[src/rtl/bsw_pkg.sv]
package bsw_pkg;
  typedef enum logic [1:0] {
    OP_NONE  = 2'd0,
    OP_SHIFT = 2'd1,
    OP_SEEK  = 2'd2
  } bsw_op_e;

  typedef enum logic {
    CS_IDLE = 1'b0,
    CS_SEEK = 1'b1
  } bsw_state_e;

  localparam int ST_SC    = 0;
  localparam int ST_DONE  = 1;
  localparam int ST_STALL = 2;
  localparam int ST_N     = 3;
endpackage

[src/rtl/bsw_fetch.sv]
module bsw_fetch #(
  parameter int ADDR_W = 32,
  parameter int LEN_W  = 16
) (
  input  logic              clk,
  input  logic              rst_n,
  input  logic              load,
  input  logic [ADDR_W-1:0] load_addr,
  input  logic [LEN_W-1:0]  load_len,
  input  logic              want,
  input  logic              mem_gnt,
  output logic              mem_req,
  output logic [ADDR_W-1:0] mem_addr,
  output logic              take,
  output logic              empty,
  output logic              drained
);
  logic [ADDR_W-1:0] addr_q, addr_d;
  logic [LEN_W-1:0]  left_q, left_d;
  logic              en;

  assign empty   = (left_q == '0);
  assign mem_req = want & ~empty & ~load;
  assign take    = mem_req & mem_gnt;
  assign drained = take & (left_q == LEN_W'(1));
  assign mem_addr = addr_q;

  always_comb begin
    addr_d = addr_q;
    left_d = left_q;
    en     = 1'b0;
    if (load) begin
      addr_d = load_addr;
      left_d = load_len;
      en     = 1'b1;
    end else if (take) begin
      addr_d = addr_q + ADDR_W'(1);
      left_d = left_q - LEN_W'(1);
      en     = 1'b1;
    end
  end

  always_ff @(posedge clk or negedge rst_n) begin
    if (!rst_n) begin
      addr_q <= '0;
      left_q <= '0;
    end else if (en) begin
      addr_q <= addr_d;
      left_q <= left_d;
    end
  end

  assert_addr_step_R9: assert property (@(posedge clk) disable iff (!rst_n)
    take |=> (mem_addr == $past(mem_addr) + ADDR_W'(1)));

  assert_req_has_bytes_R8: assert property (@(posedge clk) disable iff (!rst_n)
    take |=> ($past(left_q) - LEN_W'(1) == left_q));
endmodule

[src/rtl/bsw_holdbuf.sv]
module bsw_holdbuf #(
  parameter int BUF_W  = 32,
  parameter int WIN_W  = 16,
  parameter int SHW    = 5,
  parameter int FILL_W = 6
) (
  input  logic              clk,
  input  logic              rst_n,
  input  logic              flush,
  input  logic [SHW-1:0]    shamt,
  input  logic              append,
  input  logic [7:0]        byte_in,
  output logic [WIN_W-1:0]  win,
  output logic [7:0]        top_byte,
  output logic [FILL_W-1:0] fill
);
  logic [BUF_W-1:0]  buf_q, buf_d, shifted, placed;
  logic [FILL_W-1:0] fill_q, fill_d, fill_sh;
  logic              en;

  assign win      = buf_q[BUF_W-1 -: WIN_W];
  assign top_byte = buf_q[BUF_W-1 -: 8];
  assign fill     = fill_q;

  always_comb begin
    shifted = buf_q << shamt;
    fill_sh = fill_q - FILL_W'(shamt);
    placed  = {byte_in, {(BUF_W-8){1'b0}}} >> fill_sh;
    en      = flush | append | (shamt != '0);
    if (flush) begin
      buf_d  = '0;
      fill_d = '0;
    end else if (append) begin
      buf_d  = shifted | placed;
      fill_d = fill_sh + FILL_W'(8);
    end else begin
      buf_d  = shifted;
      fill_d = fill_sh;
    end
  end

  always_ff @(posedge clk or negedge rst_n) begin
    if (!rst_n) begin
      buf_q  <= '0;
      fill_q <= '0;
    end else if (en) begin
      buf_q  <= buf_d;
      fill_q <= fill_d;
    end
  end

  assert_fill_bound_R8: assert property (@(posedge clk) disable iff (!rst_n)
    fill_q <= FILL_W'(BUF_W));

  assert_no_underflow_R2: assert property (@(posedge clk) disable iff (!rst_n)
    FILL_W'(shamt) <= fill_q);
endmodule

[src/rtl/bsw_ctrl.sv]
module bsw_ctrl
  import bsw_pkg::*;
#(
  parameter int WIN_W  = 16,
  parameter int SHW    = 5,
  parameter int FILL_W = 6
) (
  input  logic              clk,
  input  logic              rst_n,
  input  logic              flush,
  input  logic              cmd_valid,
  input  logic [1:0]        cmd_op,
  input  logic [SHW-1:0]    cmd_bits,
  input  logic [FILL_W-1:0] fill,
  input  logic [7:0]        top_byte,
  input  logic              halted,
  input  logic              empty,
  output logic [SHW-1:0]    shamt,
  output logic              found,
  output logic              seeking,
  output logic              stall_evt
);
  localparam logic [SHW-1:0]    SH_LIM   = SHW'(WIN_W);
  localparam logic [FILL_W-1:0] FILL_WIN = FILL_W'(WIN_W);
  localparam logic [FILL_W-1:0] FILL_BYTE = FILL_W'(8);

  bsw_state_e st_q, st_d;
  logic [1:0] zrun_q, zrun_d;
  logic [2:0] bitpos_q, bitpos_d;
  logic [2:0] align_n;
  logic       en;

  assign seeking = (st_q == CS_SEEK);
  assign align_n = 3'd0 - bitpos_q;

  always_comb begin
    st_d      = st_q;
    zrun_d    = zrun_q;
    shamt     = '0;
    found     = 1'b0;
    stall_evt = 1'b0;
    if (!flush) begin
      if (st_q == CS_IDLE) begin
        if (cmd_valid && !halted) begin
          if (cmd_op == OP_SHIFT && cmd_bits <= SH_LIM) begin
            if (fill >= FILL_WIN) shamt = cmd_bits;
            else if (empty)       stall_evt = 1'b1;
          end else if (cmd_op == OP_SEEK) begin
            st_d   = CS_SEEK;
            zrun_d = 2'd0;
          end
        end
      end else begin
        if (align_n != 3'd0) begin
          if (fill >= FILL_W'(align_n)) shamt = SHW'(align_n);
          else if (empty)                stall_evt = 1'b1;
        end else if (fill >= FILL_BYTE) begin
          shamt = SHW'(8);
          if (zrun_q == 2'd2 && top_byte == 8'h01) begin
            found = 1'b1;
            st_d  = CS_IDLE;
          end else if (top_byte == 8'h00) begin
            zrun_d = (zrun_q == 2'd2) ? 2'd2 : zrun_q + 2'd1;
          end else begin
            zrun_d = 2'd0;
          end
        end else if (empty) begin
          stall_evt = 1'b1;
        end
      end
    end
  end

  always_comb begin
    if (flush) begin
      bitpos_d = 3'd0;
      en       = 1'b1;
    end else begin
      bitpos_d = bitpos_q + shamt[2:0];
      en       = (shamt != '0) || (st_d != st_q) || (zrun_d != zrun_q);
    end
  end

  always_ff @(posedge clk or negedge rst_n) begin
    if (!rst_n) begin
      st_q     <= CS_IDLE;
      zrun_q   <= 2'd0;
      bitpos_q <= 3'd0;
    end else if (en) begin
      st_q     <= flush ? CS_IDLE : st_d;
      zrun_q   <= flush ? 2'd0 : zrun_d;
      bitpos_q <= bitpos_d;
    end
  end

  assert_found_aligned_R4: assert property (@(posedge clk) disable iff (!rst_n)
    found |=> (bitpos_q == 3'd0 && !seeking));

  assert_halt_no_move_R5: assert property (@(posedge clk) disable iff (!rst_n)
    (halted && !seeking) |-> (shamt == '0));
endmodule

[src/rtl/bsw_status.sv]
module bsw_status #(
  parameter int N = 3
) (
  input  logic         clk,
  input  logic         rst_n,
  input  logic [N-1:0] set,
  input  logic         clr_we,
  input  logic [N-1:0] clr,
  input  logic         ien_we,
  input  logic [N-1:0] ien_wdata,
  output logic [N-1:0] sts,
  output logic         irq
);
  logic [N-1:0] sts_q, sts_d, ien_q, ien_d;
  logic         sts_en, ien_en;

  always_comb begin
    sts_d  = (sts_q & ~(clr_we ? clr : '0)) | set;
    sts_en = clr_we | (|set);
    ien_d  = ien_wdata;
    ien_en = ien_we;
  end

  always_ff @(posedge clk or negedge rst_n) begin
    if (!rst_n) begin
      sts_q <= '0;
      ien_q <= '0;
    end else begin
      if (sts_en) sts_q <= sts_d;
      if (ien_en) ien_q <= ien_d;
    end
  end

  assign sts = sts_q;
  assign irq = |(sts_q & ien_q);

  assert_irq_raise_R6: assert property (@(posedge clk) disable iff (!rst_n)
    ((|(set & ien_q)) && !ien_we) |=> irq);

  assert_mask_quiet_R6: assert property (@(posedge clk) disable iff (!rst_n)
    (ien_q == '0) |-> !irq);

  assert_set_sticks_R6: assert property (@(posedge clk) disable iff (!rst_n)
    (|set) |=> ((sts_q & $past(set)) == $past(set)));
endmodule

[src/rtl/bitstream_window.sv]
module bitstream_window
  import bsw_pkg::*;
#(
  parameter int ADDR_W = 32,
  parameter int LEN_W  = 16,
  parameter int BUF_W  = 32,
  parameter int WIN_W  = 16
) (
  input  logic              clk,
  input  logic              rst_n,
  input  logic              cfg_load,
  input  logic [ADDR_W-1:0] cfg_addr,
  input  logic [LEN_W-1:0]  cfg_len,
  input  logic              cmd_valid,
  input  logic [1:0]        cmd_op,
  input  logic [4:0]        cmd_bits,
  input  logic              sts_clr_we,
  input  logic [2:0]        sts_clr,
  input  logic              ien_we,
  input  logic [2:0]        ien_wdata,
  output logic              mem_req,
  output logic [ADDR_W-1:0] mem_addr,
  input  logic              mem_gnt,
  input  logic [7:0]        mem_byte,
  output logic [WIN_W-1:0]  win_data,
  output logic              win_full,
  output logic              seek_busy,
  output logic [2:0]        status,
  output logic              irq
);
  localparam int SHW       = $clog2(WIN_W + 1);
  localparam int FILL_W    = $clog2(BUF_W + 1);
  localparam int REFILL_TH = BUF_W - 8;

  logic [FILL_W-1:0] fill;
  logic [SHW-1:0]    shamt;
  logic [7:0]        top_byte;
  logic              want, take, empty, drained;
  logic              found, stall_evt;
  logic [ST_N-1:0]   set_v;

  assign want     = (fill < FILL_W'(REFILL_TH));
  assign win_full = (fill >= FILL_W'(WIN_W));

  bsw_fetch #(.ADDR_W(ADDR_W), .LEN_W(LEN_W)) u_fetch (
    .clk(clk), .rst_n(rst_n), .load(cfg_load), .load_addr(cfg_addr),
    .load_len(cfg_len), .want(want), .mem_gnt(mem_gnt), .mem_req(mem_req),
    .mem_addr(mem_addr), .take(take), .empty(empty), .drained(drained)
  );

  bsw_holdbuf #(.BUF_W(BUF_W), .WIN_W(WIN_W), .SHW(SHW), .FILL_W(FILL_W)) u_buf (
    .clk(clk), .rst_n(rst_n), .flush(cfg_load), .shamt(shamt),
    .append(take), .byte_in(mem_byte), .win(win_data), .top_byte(top_byte),
    .fill(fill)
  );

  bsw_ctrl #(.WIN_W(WIN_W), .SHW(SHW), .FILL_W(FILL_W)) u_ctrl (
    .clk(clk), .rst_n(rst_n), .flush(cfg_load), .cmd_valid(cmd_valid),
    .cmd_op(cmd_op), .cmd_bits(SHW'(cmd_bits)), .fill(fill),
    .top_byte(top_byte), .halted(status[ST_SC]), .empty(empty),
    .shamt(shamt), .found(found), .seeking(seek_busy), .stall_evt(stall_evt)
  );

  always_comb begin
    set_v           = '0;
    set_v[ST_SC]    = found;
    set_v[ST_DONE]  = drained;
    set_v[ST_STALL] = stall_evt;
  end

  bsw_status #(.N(ST_N)) u_sts (
    .clk(clk), .rst_n(rst_n), .set(set_v), .clr_we(sts_clr_we),
    .clr(sts_clr), .ien_we(ien_we), .ien_wdata(ien_wdata),
    .sts(status), .irq(irq)
  );

  assert_req_window_R8: assert property (@(posedge clk) disable iff (!rst_n)
    mem_req |-> (fill < FILL_W'(REFILL_TH)));

  assert_halt_idle_R5: assert property (@(posedge clk) disable iff (!rst_n)
    status[ST_SC] |-> !seek_busy);

  assert_done_on_last_R7: assert property (@(posedge clk) disable iff (!rst_n)
    drained |=> status[ST_DONE]);
endmodule

[config.mk]
export PLATFORM = sky130hd
export DESIGN_NAME = bitstream_window
export DESIGN_NICKNAME = d
export VERILOG_FILES = /design/src/rtl/bsw_pkg.sv /design/src/rtl/bsw_fetch.sv /design/src/rtl/bsw_holdbuf.sv /design/src/rtl/bsw_ctrl.sv /design/src/rtl/bsw_status.sv /design/src/rtl/bitstream_window.sv
export SDC_FILE = /design/constraint.sdc
export NUM_CORES = 1
export LEC_CHECK = 0
export ABC_CLOCK_PERIOD_IN_PS = 5200
export BUFFER_PORTS_ARGS = -buffer_cell sky130_fd_sc_hd__buf_2
export CAP_MARGIN = 20
export CORE_ASPECT_RATIO = 0.75
export CORE_MARGIN = 3
export CORE_UTILIZATION = 40
export CTS_CLUSTER_DIAMETER = 80
export CTS_CLUSTER_SIZE = 16
export DETAILED_ROUTE_END_ITERATION = 10
export PLACE_DENSITY_LB_ADDON = 0.3
export SYNTH_ARGS = -nofsm -noshare
export SYNTH_HDL_FRONTEND = slang
export SYNTH_SLANG_ARGS = --single-unit
[constraint.sdc]
create_clock -name clk -period 5.2 [get_ports clk]
set_clock_uncertainty 0.15 [all_clocks]
set_input_delay 0.26 -clock clk [delete_from_list [all_inputs] [get_ports clk]]
set_output_delay 0.26 -clock clk [all_outputs]
set_load 0.05 [all_outputs]
==> metrics.cfg <==
[floorplanning]
die_w_microns = 166
fp-row-count = 43
die_h_microns = 126
design.core.area_sq_um = 18600
initial_core_util = 0.411
dieArea_sq_um = 20900
io_pins = 131

[placed_design]
dp_slack_ps = 689
place_congestion = 1.01
dp_hpwl_mm = 18.5
place_inst = 1253
place_area_sq_um = 8440
port_buffers = 130

[clock_tree]
cts_root_buffer = clkbuf_16
cts_sinks = 98
cts_tree = built
cts_max_path_buffers = 2
clock_latency_ps = 360
cts_made_buffers = 9
htree_levels = 3
post_cts_buffers = 0
path_clk_slew_ps = 80

[synthesis]
yosysWarnings = 0
syn_avg_cell_area_sq_um = 8.31
ys.flop_type = dfrtp_1
yosys.area.top_type = dfrtp_1
synthCells = 921
ys_ff_latch = 98
syn_nets = 1016
synth-async-reset-ratio = 1.00
synth_edf_count = 0
synth_top_area_share = 0.320
synth_cell_type_count = 79
netlist_top_cells_area = dfrtp_1 (32%), mux2i_1 (7.7%), nand2_1 (6.4%)
ys_seq_area_frac = 0.320
syn_area_sq_um = 7660

[detailed_routing]
drt_pass1_iterations = 6
vias_per_cell = 5.98
wl_per_cell_microns = 19.6
drt_iter0_markers = 886
drc = 0
routed_wl_mm = 25.9
via_count = 7885
drtAntennaViolNets = 0

[flow_run]
drv_cap = 0

[critical_path]
cp_num_buf_inv = 4
crit_cells = 19
arrival_ps = 4670
cpMostUsedCell = ha_1
max_stage_delay_ps = 700
worstPathMaxFanout = 11
cp_cell_sequence = inv_1, ha_1, ha_1, inv_1, ha_1, nor4_1, o21ai_1, a21boi_4, inv_1, ha_1, fa_1, buf_4, mux2i_1, a21oi_1, mux2i_1, mux2_2, o22ai_1, a221oi_2, nor2_1
worst_setup_path_start_kind = flip-flop
required_ps = 5290
setup.worst_path.class = reg -> reg
endpoint_kind = flip-flop
critPathTopFamily = adder cells
r2r_cells = 19
crit_slowest_cell = fa_1

[min_path]
holdPathStages = 3
hp-class = in -> reg

[finish]
drive_gt1_frac = 0.190
syn_to_final_growth_pct = 20.4
n_antenna_cell = 0
nets = 1161
stdcell_area_sq_um = 9220
fill_cells = 1829
stdcell_count = 1318

[timing]
fin_setup_tns_ps = 0
finalSetupViolCount = 0
fin_hold_ws_ps = 15.7
rsz0062_at_grt = no
min_period_ps = 4580
fin_ws_ps = 622
report.final.hold_viol_count = 0
relSlewSlack = 0.412
timing.final.crit_share = 0.880
final_max_slew_viol_count = 0
fmax_ghz = 0.218
worst_slew_pin_slew_ps = 883

[pwr]
p_leak_nw = 4.17
p_per_area_nw_per_um2 = 340
ir_drop_mv = 0.167

[global_routing]
overflow = 0
grt.total_usage = 0.242
grt_pass1_vias = 7262
antenna_found_initial = 0
grt_pass1_wl_mm = 40.9
grt_max_degree = 92

[outcome]
status = finished, final reports clean

power by group:
part | switching (mW) | leakage, nW | internal, mW
clock | 0.337 | 0.139 | 0.334
sequential | 0.195 | 1.26 | 0.881
combinational | 0.936 | 2.78 | 0.452
metal layers:
metal / global-route usage / vias to the layer above / share of wire
met5: 0 / - / 0
li1: - / 3704 / -
met3: 0.0693 / 46 / 0.10
met1: 0.368 / 3733 / 0.48
met2: 0.332 / 402 / 0.40
met4: 0.0685 / 0 / 0.021
flip-flops by register name (all words and copies together), names as in the netlist:
name              cells
u_fetch.mem_addr     32
u_ctrl.zrun_q         2
u_fetch.left_q       16
u_ctrl.bitpos_q       3
u_sts.sts             3
u_buf.buf_q          32
u_buf.fill            6
u_ctrl.seeking        1
u_sts.ien_q           3
synth_stat cells (all sizes together) (7+ instances only):
cell      n
nand2   131
dfrtp    98
o21ai    77
mux2i    61
nor2     59
a21oi    50
buf      35
clkbuf   33
inv      31
nand3    28
a22oi    25
ha       17
xnor2    17
nor3     16
mux2     15
a31oi    14
nor4     14
a211oi   13
o22ai    13
a22o     10
and3     10
xor2     10
a21o      9
a221o     9
nand4     8
nor2b     7
o31ai     7
cell type report:
cell class | instances | area (sq um) | area share
inverters | 31 | 116 | 0.0126
repair buffers | 202 | 1320 | 0.143
clock inverters | 7 | 61.3 | 0.00665
flip-flops and latches | 98 | 2450 | 0.266
clock buffers | 9 | 225 | 0.0244
multi-input cells | 724 | 4740 | 0.514
well taps | 247 | 309 | 0.0335
worst paths after layout:
| path | start | end | slack (ps) |
|---|---|---|---|
| setup reg to reg | u_ctrl.bitpos_q[0] | u_buf.buf_q[17] | 620 |
| hold reg to reg | u_buf.fill[0] | u_buf.fill[0] | 340 |
| setup / recovery | u_ctrl.bitpos_q[0] | u_buf.buf_q[17] | 620 |
| hold / removal | cfg_addr[11] | u_fetch.mem_addr[11] | 20 |
| min in group asynchronous | rst_n | u_fetch.left_q[14] | 350 |
| max in group asynchronous | rst_n | u_buf.fill[1] | 3470 |
tightest hold or removal path, stage by stage:
cell     delay (ps)
buf_2            80
a22oi_1          70
o21ai_0          80
kinds of logic (layout without fill, tap and decap cells):
| group | after synthesis | count (layout) | share of synthesized area |
|---|---|---|---|
| adders and majority gates | 19 | 19 | 0.0330 |
| muxes | 77 | 77 | 0.106 |
| buffers and inverters | 99 | 249 | 0.0626 |
| DFF | 98 | 98 | 0.320 |
| AOI/OAI and AO/OA | 283 | 283 | 0.250 |
| xor gates and xnor gates | 27 | 27 | 0.0309 |
| and+or+nand+nor | 318 | 318 | 0.198 |
cell usage in the layout, fill, tap and decap left out, types with 5 or more instances in the layout:
cell and count:
nor2_1 58, nand3_1 28, a21o_1 9, a211oi_1 11, xor2_1 10, a22o_1 10, nand2_1 131, inv_1 29
nor2b_1 7, and3_1 10, mux2_2 14, dlygate4sd3_1 49, nand4_1 8, o211ai_1 6, nand3b_1 5, buf_4 25
nand2b_1 6, ha_1 17, o22ai_1 13, or3_1 6, xnor2_1 17, o21ai_0 71, a221o_1 9, or2_2 5
a22oi_1 25, nor3_1 16, a21oi_1 50, buf_2 128, a32oi_1 6, and2_1 6, dfrtp_1 98, nor3b_1 5
nor4_1 14, o31ai_1 7, a31oi_1 14, o21a_1 6, mux2i_1 59, clkbuf_16 9, o21ai_1 6
per-stage QoR:
stage	power, mW	util
2_1_floorplan	2.02	-
3_3_place_gp	2.41	0.453
3_5_place_dp	2.41	0.453
4_1_cts	3.12	0.495
5_1_grt	3.29	0.495
6_report	3.14	0.495
what timing repair did:
action                                 CTS  global route
hold buffers                            49             0
gates resized for setup                  0             0
endpoints found under the hold margin  100             0
Note: power is estimated with default switching activity, not from simulation.
